[src/rtl/dmar_pkg.sv]
package dmar_pkg;
  localparam int unsigned ADDR_W = 4;
  localparam int unsigned DATA_W = 8;

  localparam logic [ADDR_W-1:0] A_MASK = 4'h8;
  localparam logic [ADDR_W-1:0] A_PRIO = 4'h9;
  localparam logic [ADDR_W-1:0] A_CASC = 4'hA;

  typedef enum logic {
    PRIO_FIXED  = 1'b0,
    PRIO_ROTATE = 1'b1
  } prio_mode_e;

  typedef struct packed {
    logic cascade;
    logic masked;
  } mst_cfg_t;
endpackage

[src/rtl/dmar_regs.sv]
module dmar_regs
  import dmar_pkg::*;
#(
  parameter int unsigned NSRC = 6,
  parameter int unsigned NCH  = 4,
  localparam int unsigned CH_W = $clog2(NCH)
) (
  input  logic                   clk,
  input  logic                   rst_n,
  input  logic                   wr_en,
  input  logic [ADDR_W-1:0]      wr_addr,
  input  logic [DATA_W-1:0]      wr_data,
  input  logic                   slv_srst,
  input  logic                   mst_srst,
  output logic [NSRC-1:0]        route_en,
  output logic [NSRC*CH_W-1:0]   route_ch,
  output logic [NCH-1:0]         ch_mask,
  output prio_mode_e             prio_mode,
  output mst_cfg_t               mst_cfg
);

  // one routing entry per source; enable sits just above the channel field
  for (genvar s = 0; s < NSRC; s++) begin : g_route
    always_ff @(posedge clk or negedge rst_n) begin
      if (!rst_n) begin
        route_en[s]                  <= 1'b0;
        route_ch[s*CH_W +: CH_W]     <= '0;
      end else if (wr_en && wr_addr == ADDR_W'(s)) begin
        route_en[s]                  <= wr_data[CH_W];
        route_ch[s*CH_W +: CH_W]     <= wr_data[CH_W-1:0];
      end
    end
  end

  // slave level: masks and priority mode, software reset beats writes
  always_ff @(posedge clk or negedge rst_n) begin
    if (!rst_n) begin
      ch_mask   <= '1;
      prio_mode <= PRIO_FIXED;
    end else if (slv_srst) begin
      ch_mask   <= '1;
      prio_mode <= PRIO_FIXED;
    end else if (wr_en) begin
      if (wr_addr == A_MASK) ch_mask   <= wr_data[NCH-1:0];
      if (wr_addr == A_PRIO) prio_mode <= prio_mode_e'(wr_data[0]);
    end
  end

  // master level: cascade channel mode and mask
  always_ff @(posedge clk or negedge rst_n) begin
    if (!rst_n) begin
      mst_cfg <= '{cascade: 1'b0, masked: 1'b1};
    end else if (mst_srst) begin
      mst_cfg <= '{cascade: 1'b0, masked: 1'b1};
    end else if (wr_en && wr_addr == A_CASC) begin
      mst_cfg <= '{cascade: wr_data[0], masked: wr_data[1]};
    end
  end

  AST_SLV_RESET_WINS: assert property (@(posedge clk) disable iff (!rst_n)
    slv_srst |=> (&ch_mask) && prio_mode == PRIO_FIXED);
  AST_MST_RESET_WINS: assert property (@(posedge clk) disable iff (!rst_n)
    mst_srst |=> !mst_cfg.cascade && mst_cfg.masked);

endmodule

[src/rtl/dmar_route.sv]
module dmar_route #(
  parameter int unsigned NSRC = 6,
  parameter int unsigned NCH  = 4,
  localparam int unsigned CH_W = $clog2(NCH)
) (
  input  logic                 clk,
  input  logic                 rst_n,
  input  logic [NSRC-1:0]      src_req,
  input  logic [NSRC-1:0]      route_en,
  input  logic [NSRC*CH_W-1:0] route_ch,
  input  logic [NCH-1:0]       ch_mask,
  input  logic                 gnt_hold,
  input  logic [CH_W-1:0]      gnt_ch,
  output logic [NCH-1:0]       ch_req,
  output logic [NSRC-1:0]      src_ack
);

  logic [NCH-1:0] raw_req;

  // OR every enabled source onto its channel, then filter by mask
  always_comb begin
    raw_req = '0;
    for (int s = 0; s < NSRC; s++) begin
      if (route_en[s] && src_req[s]) raw_req[route_ch[s*CH_W +: CH_W]] = 1'b1;
    end
    ch_req = raw_req & ~ch_mask;
  end

  for (genvar s = 0; s < NSRC; s++) begin : g_ack
    assign src_ack[s] = gnt_hold && route_en[s] && src_req[s]
                        && (route_ch[s*CH_W +: CH_W] == gnt_ch);
  end

  AST_ACK_ON_OPEN_CH: assert property (@(posedge clk) disable iff (!rst_n)
    (src_ack != '0) |-> !ch_mask[gnt_ch]);

endmodule

[src/rtl/dmar_arb.sv]
module dmar_arb
  import dmar_pkg::*;
#(
  parameter int unsigned NCH = 4,
  localparam int unsigned CH_W = $clog2(NCH)
) (
  input  logic            clk,
  input  logic            rst_n,
  input  logic [NCH-1:0]  ch_req,
  input  logic            casc_ok,
  input  prio_mode_e      prio_mode,
  input  logic            clr,
  output logic            gnt_active,
  output logic [CH_W-1:0] gnt_ch,
  output logic            gnt_hold
);

  logic [CH_W-1:0] last_ch;
  logic [CH_W-1:0] base;
  logic [CH_W-1:0] win;
  logic            found;

  // search starts at the top-priority slot and walks the ring
  always_comb begin
    base  = (prio_mode == PRIO_ROTATE) ? last_ch + 1'b1 : '0;
    found = 1'b0;
    win   = '0;
    for (int i = 0; i < NCH; i++) begin
      if (!found && ch_req[base + CH_W'(i)]) begin
        found = 1'b1;
        win   = base + CH_W'(i);
      end
    end
  end

  always_ff @(posedge clk or negedge rst_n) begin
    if (!rst_n) begin
      gnt_active <= 1'b0;
      gnt_ch     <= '0;
      last_ch    <= CH_W'(NCH-1);
    end else if (clr) begin
      gnt_active <= 1'b0;
      last_ch    <= CH_W'(NCH-1);
    end else if (gnt_active) begin
      if (!ch_req[gnt_ch]) gnt_active <= 1'b0;
    end else if (casc_ok && found) begin
      gnt_active <= 1'b1;
      gnt_ch     <= win;
      last_ch    <= win;
    end
  end

  assign gnt_hold = gnt_active && ch_req[gnt_ch];

  AST_HOLD_STEADY: assert property (@(posedge clk) disable iff (!rst_n)
    (gnt_hold && !clr) |=> gnt_active && $stable(gnt_ch));
  AST_RELEASE_GAP: assert property (@(posedge clk) disable iff (!rst_n)
    (gnt_active && !ch_req[gnt_ch]) |=> !gnt_active);
  AST_FIXED_TOP: assert property (@(posedge clk) disable iff (!rst_n)
    (!gnt_active && casc_ok && prio_mode == PRIO_FIXED && ch_req[0] && !clr)
      |=> gnt_active && gnt_ch == '0);

endmodule

[src/rtl/dmar_top.sv]
module dmar_top
  import dmar_pkg::*;
#(
  parameter int unsigned NSRC = 6,
  parameter int unsigned NCH  = 4,
  localparam int unsigned CH_W = $clog2(NCH)
) (
  input  logic              clk,
  input  logic              rst_n,
  input  logic              wr_en,
  input  logic [3:0]        wr_addr,
  input  logic [7:0]        wr_data,
  input  logic              slv_srst,
  input  logic              mst_srst,
  input  logic [NSRC-1:0]   src_req,
  input  logic              stall_refresh,
  input  logic              stall_snoop,
  output logic [NSRC-1:0]   src_ack,
  output logic              xfer_go,
  output logic [CH_W-1:0]   grant_ch
);

  logic [NSRC-1:0]      route_en;
  logic [NSRC*CH_W-1:0] route_ch;
  logic [NCH-1:0]       ch_mask;
  prio_mode_e           prio_mode;
  mst_cfg_t             mst_cfg;
  logic [NCH-1:0]       ch_req;
  logic                 casc_ok;
  logic                 gnt_active;
  logic                 gnt_hold;
  logic                 stall_any;

  dmar_regs #(.NSRC(NSRC), .NCH(NCH)) u_regs (
    .clk(clk), .rst_n(rst_n), .wr_en(wr_en), .wr_addr(wr_addr),
    .wr_data(wr_data), .slv_srst(slv_srst), .mst_srst(mst_srst),
    .route_en(route_en), .route_ch(route_ch), .ch_mask(ch_mask),
    .prio_mode(prio_mode), .mst_cfg(mst_cfg)
  );

  dmar_route #(.NSRC(NSRC), .NCH(NCH)) u_route (
    .clk(clk), .rst_n(rst_n), .src_req(src_req), .route_en(route_en),
    .route_ch(route_ch), .ch_mask(ch_mask), .gnt_hold(gnt_hold),
    .gnt_ch(grant_ch), .ch_req(ch_req), .src_ack(src_ack)
  );

  assign casc_ok = mst_cfg.cascade && !mst_cfg.masked;

  dmar_arb #(.NCH(NCH)) u_arb (
    .clk(clk), .rst_n(rst_n), .ch_req(ch_req), .casc_ok(casc_ok),
    .prio_mode(prio_mode), .clr(slv_srst || mst_srst),
    .gnt_active(gnt_active), .gnt_ch(grant_ch), .gnt_hold(gnt_hold)
  );

  assign stall_any = stall_refresh || stall_snoop;
  assign xfer_go   = gnt_hold && !stall_any;

  AST_GO_NEEDS_ACK: assert property (@(posedge clk) disable iff (!rst_n)
    xfer_go |-> (src_ack != '0));
  AST_CASCADE_GATE: assert property (@(posedge clk) disable iff (!rst_n)
    $rose(gnt_active) |-> $past(casc_ok));

endmodule

[config.mk]
export PLATFORM = sky130hd
export DESIGN_NAME = dmar_top
export DESIGN_NICKNAME = d
export VERILOG_FILES = /design/src/rtl/dmar_pkg.sv /design/src/rtl/dmar_regs.sv /design/src/rtl/dmar_route.sv /design/src/rtl/dmar_arb.sv /design/src/rtl/dmar_top.sv
export SDC_FILE = /design/constraint.sdc
export NUM_CORES = 1
export LEC_CHECK = 0
export ABC_AREA = 1
export BUFFER_PORTS_ARGS = -buffer_cell sky130_fd_sc_hd__buf_2
export CAP_MARGIN = 20
export CORE_ASPECT_RATIO = 2
export CORE_UTILIZATION = 42
export DETAILED_ROUTE_END_ITERATION = 10
export GPL_TIMING_DRIVEN = 0
export PLACE_DENSITY_LB_ADDON = 0.08
export SYNTH_ARGS = -nofsm -noshare
export SYNTH_HDL_FRONTEND = slang
export SYNTH_SLANG_ARGS = --single-unit
[constraint.sdc]
create_clock -name clk -period 2.3 [get_ports clk]
set_clock_uncertainty 0.15 [all_clocks]
set_input_delay 0.46 -clock clk [delete_from_list [all_inputs] [get_ports clk]]
set_output_delay 0.46 -clock clk [all_outputs]
set_load 0.05 [all_outputs]
* Word level (Yosys, flattened, before mapping)
Index checks and enable logic that the tools add are counted.
Word-level totals: logic and storage cells 177, bits of input ports 25, output and inout bits 9, bits in registers 30
Operators by class: bitwise operators 9, multiplexer cells 52, equality and inequality tests 15, order comparisons 17, reduce and logical (&&, ||, !) cells 61, add/sub/neg operators 4
Operators by type and width (number):
- logical AND 1 bit | 44
- two-way mux 4 bit | 9
- < comparator 2 x 3 -> 1 bit (second input constant) | 11
- two-way mux 1 bit | 22
- two-way mux 2 bit | 10
- bitwise OR 4 bit | 5
- demux 1 bit (select 2 bit) | 6
- == test 2 bit | 6
- == test 4 bit (second input constant) | 3
- greater-or-equal comparator 2 x 1 -> 1 bit (second input constant) | 6
- binary-select mux 1 bit (select 2 bit) | 5
- nonzero test 2 bit | 5
- == test 4 x 2 -> 1 bit (second input constant) | 2
- == test 4 x 3 -> 1 bit (second input constant) | 2
- AND reduction 2 bit | 3
- logical NOT 1 bit | 5
- adder 2 x 1 -> 2 bit (second input constant) | 2
- adder 2 bit (second input constant) | 2
- bitwise AND 4 bit | 1
- == test 4 x 1 -> 1 bit (second input constant) | 1
- logical NOT 4 bit | 1
- inverter 4 bit | 1
- AND reduction 3 bit | 1
- logical OR 1 bit | 2
- 2 further kinds | 3

* Logic depth before layout (Yosys ltp)
Gate-level depths: netlist (run 1).
depth in word-level cells 32, gate-level depth with buffers 16, gate-level depth less buffers 16

* Hierarchy
A second synthesis (run 1) with hierarchy kept.
Unflattened totals: cell total of the unflattened synthesis 317, area, all modules 2169.6 um^2
By module, submodules not included:
- dmar_regs | instances 1, seq. area each 631.9 um^2, area an instance 1062.3 um^2, cells each 116
- dmar_arb | instances 1, seq. area each 127.6 um^2, area an instance 616.8 um^2, cells each 102
- dmar_route | instances 1, seq. area each 0.0 um^2, area an instance 465.4 um^2, cells each 93
- dmar_top | instances 1, seq. area each 0.0 um^2, area an instance 25.0 um^2, cells each 6

* Worst setup path before layout (run 1)
Ideal clock, no wire load.
path kind register -> output, start reg u_arb.gnt_ch[0], end out src_ack[2], slack -775 ps, cell stages (with the launch flop) 9, buffers on the path 1, data required time 1690 ps, data arrival time 2465 ps, path through dfrtp_1 -> clkbuf_1 -> clkinv_1 -> nand3_1 -> nand2_1 -> a31oi_1 -> a31oi_1 -> nand2_1 -> nor3_1
On the way: longest elaborated chain between the ends 6, elaborated cells between the ends (all ways) 7, classes of those cells 1 x eq/ne; 2 x mux; 4 x reduce/logical
Ends and longest elaborated chain:
- start, declared | line dmar_arb.sv:14 | output logic [CH_W-1:0] gnt_ch,
- start signal, assigned | line dmar_arb.sv:48 | gnt_ch <= win;
- binary-select mux 1 bit (select 2 bit) | line dmar_arb.sv:53 | assign gnt_hold = gnt_active && ch_req[gnt_ch];
- two-way mux 1 bit (implied by the code) | line dmar_arb.sv:53
- logical AND 1 bit | line dmar_arb.sv:53
- logical AND 1 bit (2 in a row) | line dmar_route.sv:30 | assign src_ack[s] = gnt_hold && route_en[s] && src_req[s]
- logical AND 1 bit (*) | line dmar_route.sv:31 | && (route_ch[s*CH_W +: CH_W] == gnt_ch);
- end, declared | line dmar_top.sv:18 | output logic [NSRC-1:0] src_ack,
Every way passes the cells marked *; elsewhere a longest branch is shown, timed or not. The select of a mux whose other input is x is not followed.

* Final worst setup path (run 1)
start reg u_regs.route_ch[4], end out src_ack[5]
On the way: longest elaborated chain between the ends 19, elaborated cells between the ends (all ways) 20, classes of those cells 2 x order compare; 8 x mux; 5 x bitwise; 5 x reduce/logical
Ends and longest elaborated chain:
- start, declared | line dmar_regs.sv:16 | output logic [NSRC*CH_W-1:0] route_ch,
- start signal, assigned by index | line dmar_regs.sv:30 | route_ch[s*CH_W +: CH_W] <= wr_data[CH_W-1:0];
- < comparator 2 x 3 -> 1 bit (implied by the code) or greater-or-equal comparator 2 x 1 -> 1 bit (tied branches) | line dmar_route.sv:24 | if (route_en[s] && src_req[s]) raw_req[route_ch[s*CH_W +: CH_W]] = 1'b1;
- logical AND 1 bit (implied by the code) | line dmar_route.sv:24
- two-way mux 1 bit (implied by the code) | line dmar_route.sv:24
- demux 1 bit (select 2 bit) (*)
- bitwise OR 4 bit (no source line) (*)
- two-way mux 4 bit (*) | line dmar_route.sv:24
- bitwise OR 4 bit (no source line)
- two-way mux 4 bit (*) | line dmar_route.sv:24
- [... 2 more ...]
- bitwise OR 4 bit (no source line)
- two-way mux 4 bit (*) | line dmar_route.sv:24
- bitwise AND 4 bit (*) | line dmar_route.sv:26 | ch_req = raw_req & ~ch_mask;
- binary-select mux 1 bit (select 2 bit) (*) | line dmar_arb.sv:53
- two-way mux 1 bit (implied by the code) (*) | line dmar_arb.sv:53
- logical AND 1 bit (*) | line dmar_arb.sv:53
- logical AND 1 bit (*) (2 in a row) | line dmar_route.sv:30
- logical AND 1 bit (*) | line dmar_route.sv:31
Marks and branches as above.

==> results of run 1 <==
layout make-up:
type / instances / area, um2 / share of cell area
clock buffers: 8 / 110 / 0.0418
well taps: 55 / 68.8 / 0.0262
repair buffers: 35 / 234 / 0.0889
plain buffers: 2 / 17.5 / 0.00666
inverters: 38 / 144 / 0.0547
multi-input cells: 217 / 1280 / 0.488
flip-flops and latches: 30 / 772 / 0.293
power by group:
part | switching [mW] | leakage, nW | internal, mW
clock network | 0.201 | 0.0575 | 0.302
logic | 0.280 | 0.860 | 0.180
registers | 0.108 | 0.355 | 0.612
worst register-to-register path: cells and delay by family, from the launching register on:
kind | cells | cell delay [ns]
flip-flops | 1 | 0.45
AO/OA/AOI/OAI | 1 | 0.06
buffers and inverters | 2 | 0.30
AND/OR/NAND/NOR | 11 | 1.01
per-stage QoR:
stage	cells	hold WS [ns]	instance area, um2	worst slack [ns]
floorplan	287	0.0144	2180	-0.152
global placement	371	0.306	2400	-0.462
detailed placement	371	0.318	2400	-0.494
CTS	383	0.0848	2590	-0.387
global route	385	0.132	2630	-0.445
finish	385	0.0742	2630	-0.336
cell usage after synthesis (3+ instances only):
master / instances / area [um2]
a21oi_1: 8 / 40.0
a31oi_1: 3 / 18.8
dfrtp_1: 23 / 576
dfstp_2: 7 / 184
inv_1: 31 / 116
inv_2: 6 / 22.5
nand2_1: 71 / 267
nand2_2: 5 / 31.3
nand2_4: 3 / 33.8
nand3_1: 16 / 80.1
nand3_2: 10 / 100
nand4_1: 8 / 50.1
nor2_1: 28 / 105
nor2_2: 4 / 25.0
nor3_1: 11 / 55.1
o21ai_0: 30 / 150
o21ai_1: 3 / 15.0
timing repair:
item	in CTS	in global routing
setup buffers	4	2
pin swaps	3	3
resized for setup	19	9
setup endpoints to repair	7	7
final timing paths:
| kind | to | slack, ns | depth (start not counted) |
|---|---|---|---|
| max in group asynchronous | u_regs.route_ch[5] | 1.43 | 1 |
| worst max-delay path | src_ack[5] | -0.34 | 10 |
| worst min-delay path | u_regs.route_en[0] | 0.07 | 1 |
| min in group clk | u_regs.mst_cfg[1] | 0.22 | 2 |
| worst max register to register | u_arb.gnt_ch[1] | 0.21 | 14 |
| worst min register to register | u_regs.mst_cfg[0] | 0.33 | 2 |
logic make-up (layout without fill, tap and decap cells):
kind of cell           count (synthesis)  after routing  synth area share
flip-flops                            30             30             0.371
XOR/XNOR                               1              1           0.00428
AND/OR/NAND/NOR                      163            163             0.405
buffers and inverters                 40             83            0.0733
AO/OA/AOI/OAI                         53             53             0.147
flip-flops by register name, summed over array words and instances (netlist names):
signal,flops
u_regs.route_ch,12
u_regs.route_en,6
u_regs.ch_mask,4
u_arb.gnt_ch,2
u_arb.last_ch,2
u_regs.mst_cfg,2
u_arb.gnt_active,1
u_regs.prio_mode,1
metal layers:
layer  track usage  vias up
met1         0.242      933
met5             0        -
met2         0.462       23
met4        0.0998        0
met3        0.0271       12
li1              -     1041
==> results.py, run 1 <==
metrics = {
    "status": {
        "outcome": "complete, but fails checks",
        "violations": "negative setup slack",
    },
    "clocking": {
        "clockRootBuffer": "clkbuf_8",
        "cts_hold_repair.buffers": 0,
        "clk_path_buf_depth": 2,
        "numCtsBuffers": 5,
        "cts_sinks": 30,
        "htree_levels": 2,
        "clk_pin_slew_ns": 0.06,
        "clock_latency_ns": 0.28,
        "cts_tree": "built",
    },
    "floorplanning": {
        "pin_count": 34,
        "die_h_um": 101,
        "core_area_um2": 4640,
        "num_rows": 35,
        "die_area_um2": 5170,
        "initial_core_util": 0.441,
        "die_w_um": 51.4,
    },
    "critical_path": {
        "r2r-start": "u_regs.route_en[4]",
        "critPathSlowestCell": "dfrtp_1",
        "crit_path_end_kind": "primary output",
        "crit_type": "reg2out",
        "critPathLaunchType": "flip-flop",
        "startpoint": "u_regs.route_ch[4]",
        "required_ns": 1.69,
        "path_max_fanout": 8,
        "arrival_ns": 2.03,
        "cp.buffers_inverters": 2,
        "critPathTopFamily": "simple AND/OR/NAND/NOR gates",
        "cpPeakStageDelay_ns": 0.44,
        "worstPathCellList": "inv_2 > nand4_1 > nand2_1 > nor2_1 > nand2_2 > nand3_1 > a31oi_2 > nand2_4 > nor3_4 > buf_6",
    },
    "drt": {
        "wl_met2_um": 3330,
        "top_layer_used": "met4",
        "drc_errors": 0,
        "vias_per_cell": 5.22,
        "wl_met1_um": 2120,
        "wl_per_cell_um": 14.8,
        "totalWireLength_um": 5700,
        "drt_pass1_iterations": 4,
        "antenna_left": 0,
        "dr_wl_met3_um": 81,
        "dr.first_iter.drc_count": 44,
        "vias": 2009,
    },
    "sta": {
        "final.period_utilization": 1.15,
        "fin_ws_ns": -0.336,
        "clock.fmax_mhz": 379,
        "maxSlewViolCount": 0,
        "tns_ns": -2.15,
        "min_period_ns": 2.64,
        "rsz0062_at_grt": "yes",
        "hold_viol_final": 0,
        "relSlewSlack": 0.534,
        "tightest_slew_ns": 0.700,
        "finalSetupViolCount": 7,
    },
    "layout": {
        "num-fill-cells": 477,
        "syn_to_final_growth_pct": 28.5,
        "layout_commonest_cell": "nand2_1",
        "antenna_cells": 0,
        "final_nets": 354,
        "fin_util": 0.567,
        "drive_gt1_frac": 0.367,
        "layout_common_cells": "nand2_1, o21ai_0, inv_1",
    },
    "grt": {
        "grt_overflow": 0,
        "grt_pass1_vias": 1922,
        "grt_max_degree": 31,
        "grt_pass1_wl_um": 8920,
        "antenna_found_initial": 0,
        "grt.total_usage": 0.238,
    },
    "yosys": {
        "ys_seq_area_frac": 0.371,
        "synth_edf_count": 0,
        "syn_avg_cell_area_um2": 7.13,
        "yosysWarnings": 0,
        "syn_nets": 312,
        "ys_types": 32,
        "ys_async_sr_fraction": 1.00,
        "syn-cell-area_um2": 2050,
        "synthCells": 287,
        "ys_ff_latch": 30,
        "synthFlopType": "dfrtp_1",
    },
    "power_and_ir_drop": {
        "powerDensity_nw_per_um2": 640,
        "p_leak_nw": 1.27,
        "total_power_mw": 1.68,
        "ir_drop_uv": 551,
    },
    "placement": {
        "routabilityCongestion": 0.806,
        "place_hpwl_um": 4420,
        "port_buffers": 29,
    },
    "job": {
        "drv_cap": 0,
    },
    "worst_hold_path": {
        "hold_class": "in2async",
    },
}
No activity file was read; power rests on OpenSTA's default activity.
==> inputs of run 2 (changes only) <==
- CORE_MARGIN: unset -> 2
==> run 2 against run 1 <==
  * The run still ends with negative setup slack left
  * Power down 6.4%
  * Clock power decreased by 21%
  * Die area up 6.0%
  * Setup slack lost 0.10 ns
  * Sequential power rose by 0.8%
  * Sequential share of layout area fell by 0.21 points
  * Register-to-register slack gained 0.04 ns
  * Largest power group unchanged
  * Maximum frequency down 3.7%
  * First-iteration DRC count grew 52%
  * Cell count is 1.3% higher
  * Largest cell class unchanged
==> results.py, run 2 (synthesized netlist as in run 1, its figures left out) <==
metrics = {
    "grt": {
        "grt.met1_usage": 0.274,
        "grt_max_degree": 31,
        "grt.total_usage": 0.211,
        "met2_usage": 0.352,
        "grt_util_met3": 0.0145,
        "antenna_found_initial": 0,
        "grt.busiest_layer": "met2",
        "grt_pass1_wl_um": 8470,
        "grt_pass1_vias": 1801,
        "grt_overflow": 0,
    },
    "drt": {
        "drc_errors": 0,
        "antenna_left": 0,
        "dr.first_iter.drc_count": 67,
        "totalWireLength_um": 5230,
        "vias_per_cell": 5.37,
        "drt_pass1_iterations": 4,
        "vias": 2096,
        "wl_per_cell_um": 13.4,
    },
    "clocking": {
        "cts_tree": "built",
        "htree_levels": 2,
        "cts_hold_repair.buffers": 0,
        "clock_latency_ns": 0.28,
        "clockRootBuffer": "clkbuf_8",
        "numCtsBuffers": 5,
        "clk_path_buf_depth": 2,
        "cts_sinks": 30,
        "clk_pin_slew_ns": 0.07,
    },
    "sta": {
        "final.period_utilization": 1.19,
        "finalSetupViolCount": 7,
        "fin_ws_ns": -0.437,
        "tns_ns": -2.90,
        "hold_viol_final": 0,
        "clock.fmax_mhz": 365,
        "relSlewSlack": 0.579,
        "tightest_slew_ns": 0.632,
        "min_period_ns": 2.74,
        "rsz0062_at_grt": "yes",
        "maxSlewViolCount": 0,
        "hold_slack_ns": 0.0485,
    },
    "critical_path": {
        "critPathTopFamily": "simple AND/OR/NAND/NOR gates",
        "critPathLaunchType": "flip-flop",
        "cpMostUsedCell": "nand2_1",
        "required_ns": 1.69,
        "cpPeakStageDelay_ns": 0.46,
        "path_max_fanout": 7,
        "crit_path_end_kind": "primary output",
        "r2r_end": "u_arb.last_ch[0]",
        "critPathSlowestCell": "dfrtp_2",
        "r2r-start": "u_regs.route_en[4]",
        "arrival_ns": 2.13,
        "rrSetupSlack_ns": 0.25,
        "r2r.worst_path.cells": 17,
        "worstPathCellList": "nor2_4 > nand2_1 > nand2_1 > nor2_2 > nand2_1 > nand3_1 > nand2_1 > a31oi_2 > a31oi_2 > nand2_4 > buf_4 > nor2_4 > buf_8",
        "cp.buffers_inverters": 2,
        "crit_type": "reg2out",
        "cp_num_cells": 13,
    },
    "layout": {
        "regMostFlops": "u_regs.route_ch",
        "largest_reg_flops": 12,
        "num-fill-cells": 500,
        "layout_commonest_cell": "nand2_1",
        "syn_to_final_growth_pct": 29.9,
        "antenna_cells": 0,
        "fin_area_um2": 2660,
        "final_nets": 357,
        "drive_gt1_frac": 0.375,
        "top_regs": "u_regs.route_ch x12, u_regs.route_en x6, u_regs.ch_mask x4",
        "multi_input_area_um2": 1290,
        "layout_common_cells": "nand2_1, o21ai_0, inv_1",
        "fin_util": 0.557,
        "regArea_um2": 774,
    },
    "placement": {
        "dpl-instance-area_um2": 2400,
        "port_buffers": 29,
        "routabilityCongestion": 0.802,
        "place_hpwl_um": 4080,
    },
    "status": {
        "outcome": "complete, but fails checks",
        "violations": "negative setup slack",
    },
    "floorplanning": {
        "core_area_um2": 4770,
        "pin_count": 34,
        "die_area_um2": 5480,
        "initial_core_util": 0.429,
        "num_rows": 36,
        "die_w_um": 53.4,
        "die_h_um": 103,
    },
    "power_and_ir_drop": {
        "p_leak_nw": 1.28,
        "ir_drop_uv": 456,
        "powerDensity_nw_per_um2": 593,
    },
    "job": {
        "drv_cap": 0,
    },
    "worst_hold_path": {
        "hold_class": "in2async",
    },
}
run 2: repair_timing:
action,CTS,global route
pin swaps,2,4
setup endpoints to repair,7,8
gates resized for setup,21,12
setup buffers,5,4
run 2: metrics by stage:
stage / instances / setup slack [ns] / power [mW]
after floorplan: 287 / -0.152 / 1.01
after global placement: 373 / -0.488 / 1.11
after detailed placement: 373 / -0.485 / 1.13
after CTS: 386 / -0.417 / 1.56
after global routing: 390 / -0.551 / 1.68
final: 390 / -0.437 / 1.58
run 2: area by class of cell:
class | count | share of cell area
Sequential cell | 30 | 0.291
Tap cell | 57 | 0.0268
Timing Repair Buffer | 38 | 0.105
Inverter | 38 | 0.0541
Clock buffer | 6 | 0.0273
Multi-Input combinational cell | 217 | 0.485
Clock inverter | 2 | 0.00376
Buffer | 2 | 0.00659
run 2: per-layer routing:
| layer | share of wire | wire, um |
|---|---|---|
| met1 | 0.42 | 2200 |
| met2 | 0.51 | 2670 |
| met3 | 0.039 | 204 |
| met4 | 0.030 | 157 |
| met5 | 0 | 0 |
run 2: how the worst max path moves through the flow:
stage                            end  slack, ns               start
final                     src_ack[3]      -0.44  u_regs.route_ch[9]
after global routing      src_ack[3]      -0.55  u_regs.route_en[4]
after CTS                 src_ack[5]      -0.42  u_regs.route_en[4]
after detailed placement  src_ack[4]      -0.48          src_req[4]
after global placement    src_ack[5]      -0.49          src_req[4]
after floorplan           src_ack[4]      -0.15          src_req[4]
run 2: power by group:
part	internal [mW]	switching, mW	leakage (nW)
Sequential	0.614	0.113	0.352
Clock	0.209	0.188	0.0450
Combinational	0.179	0.274	0.885
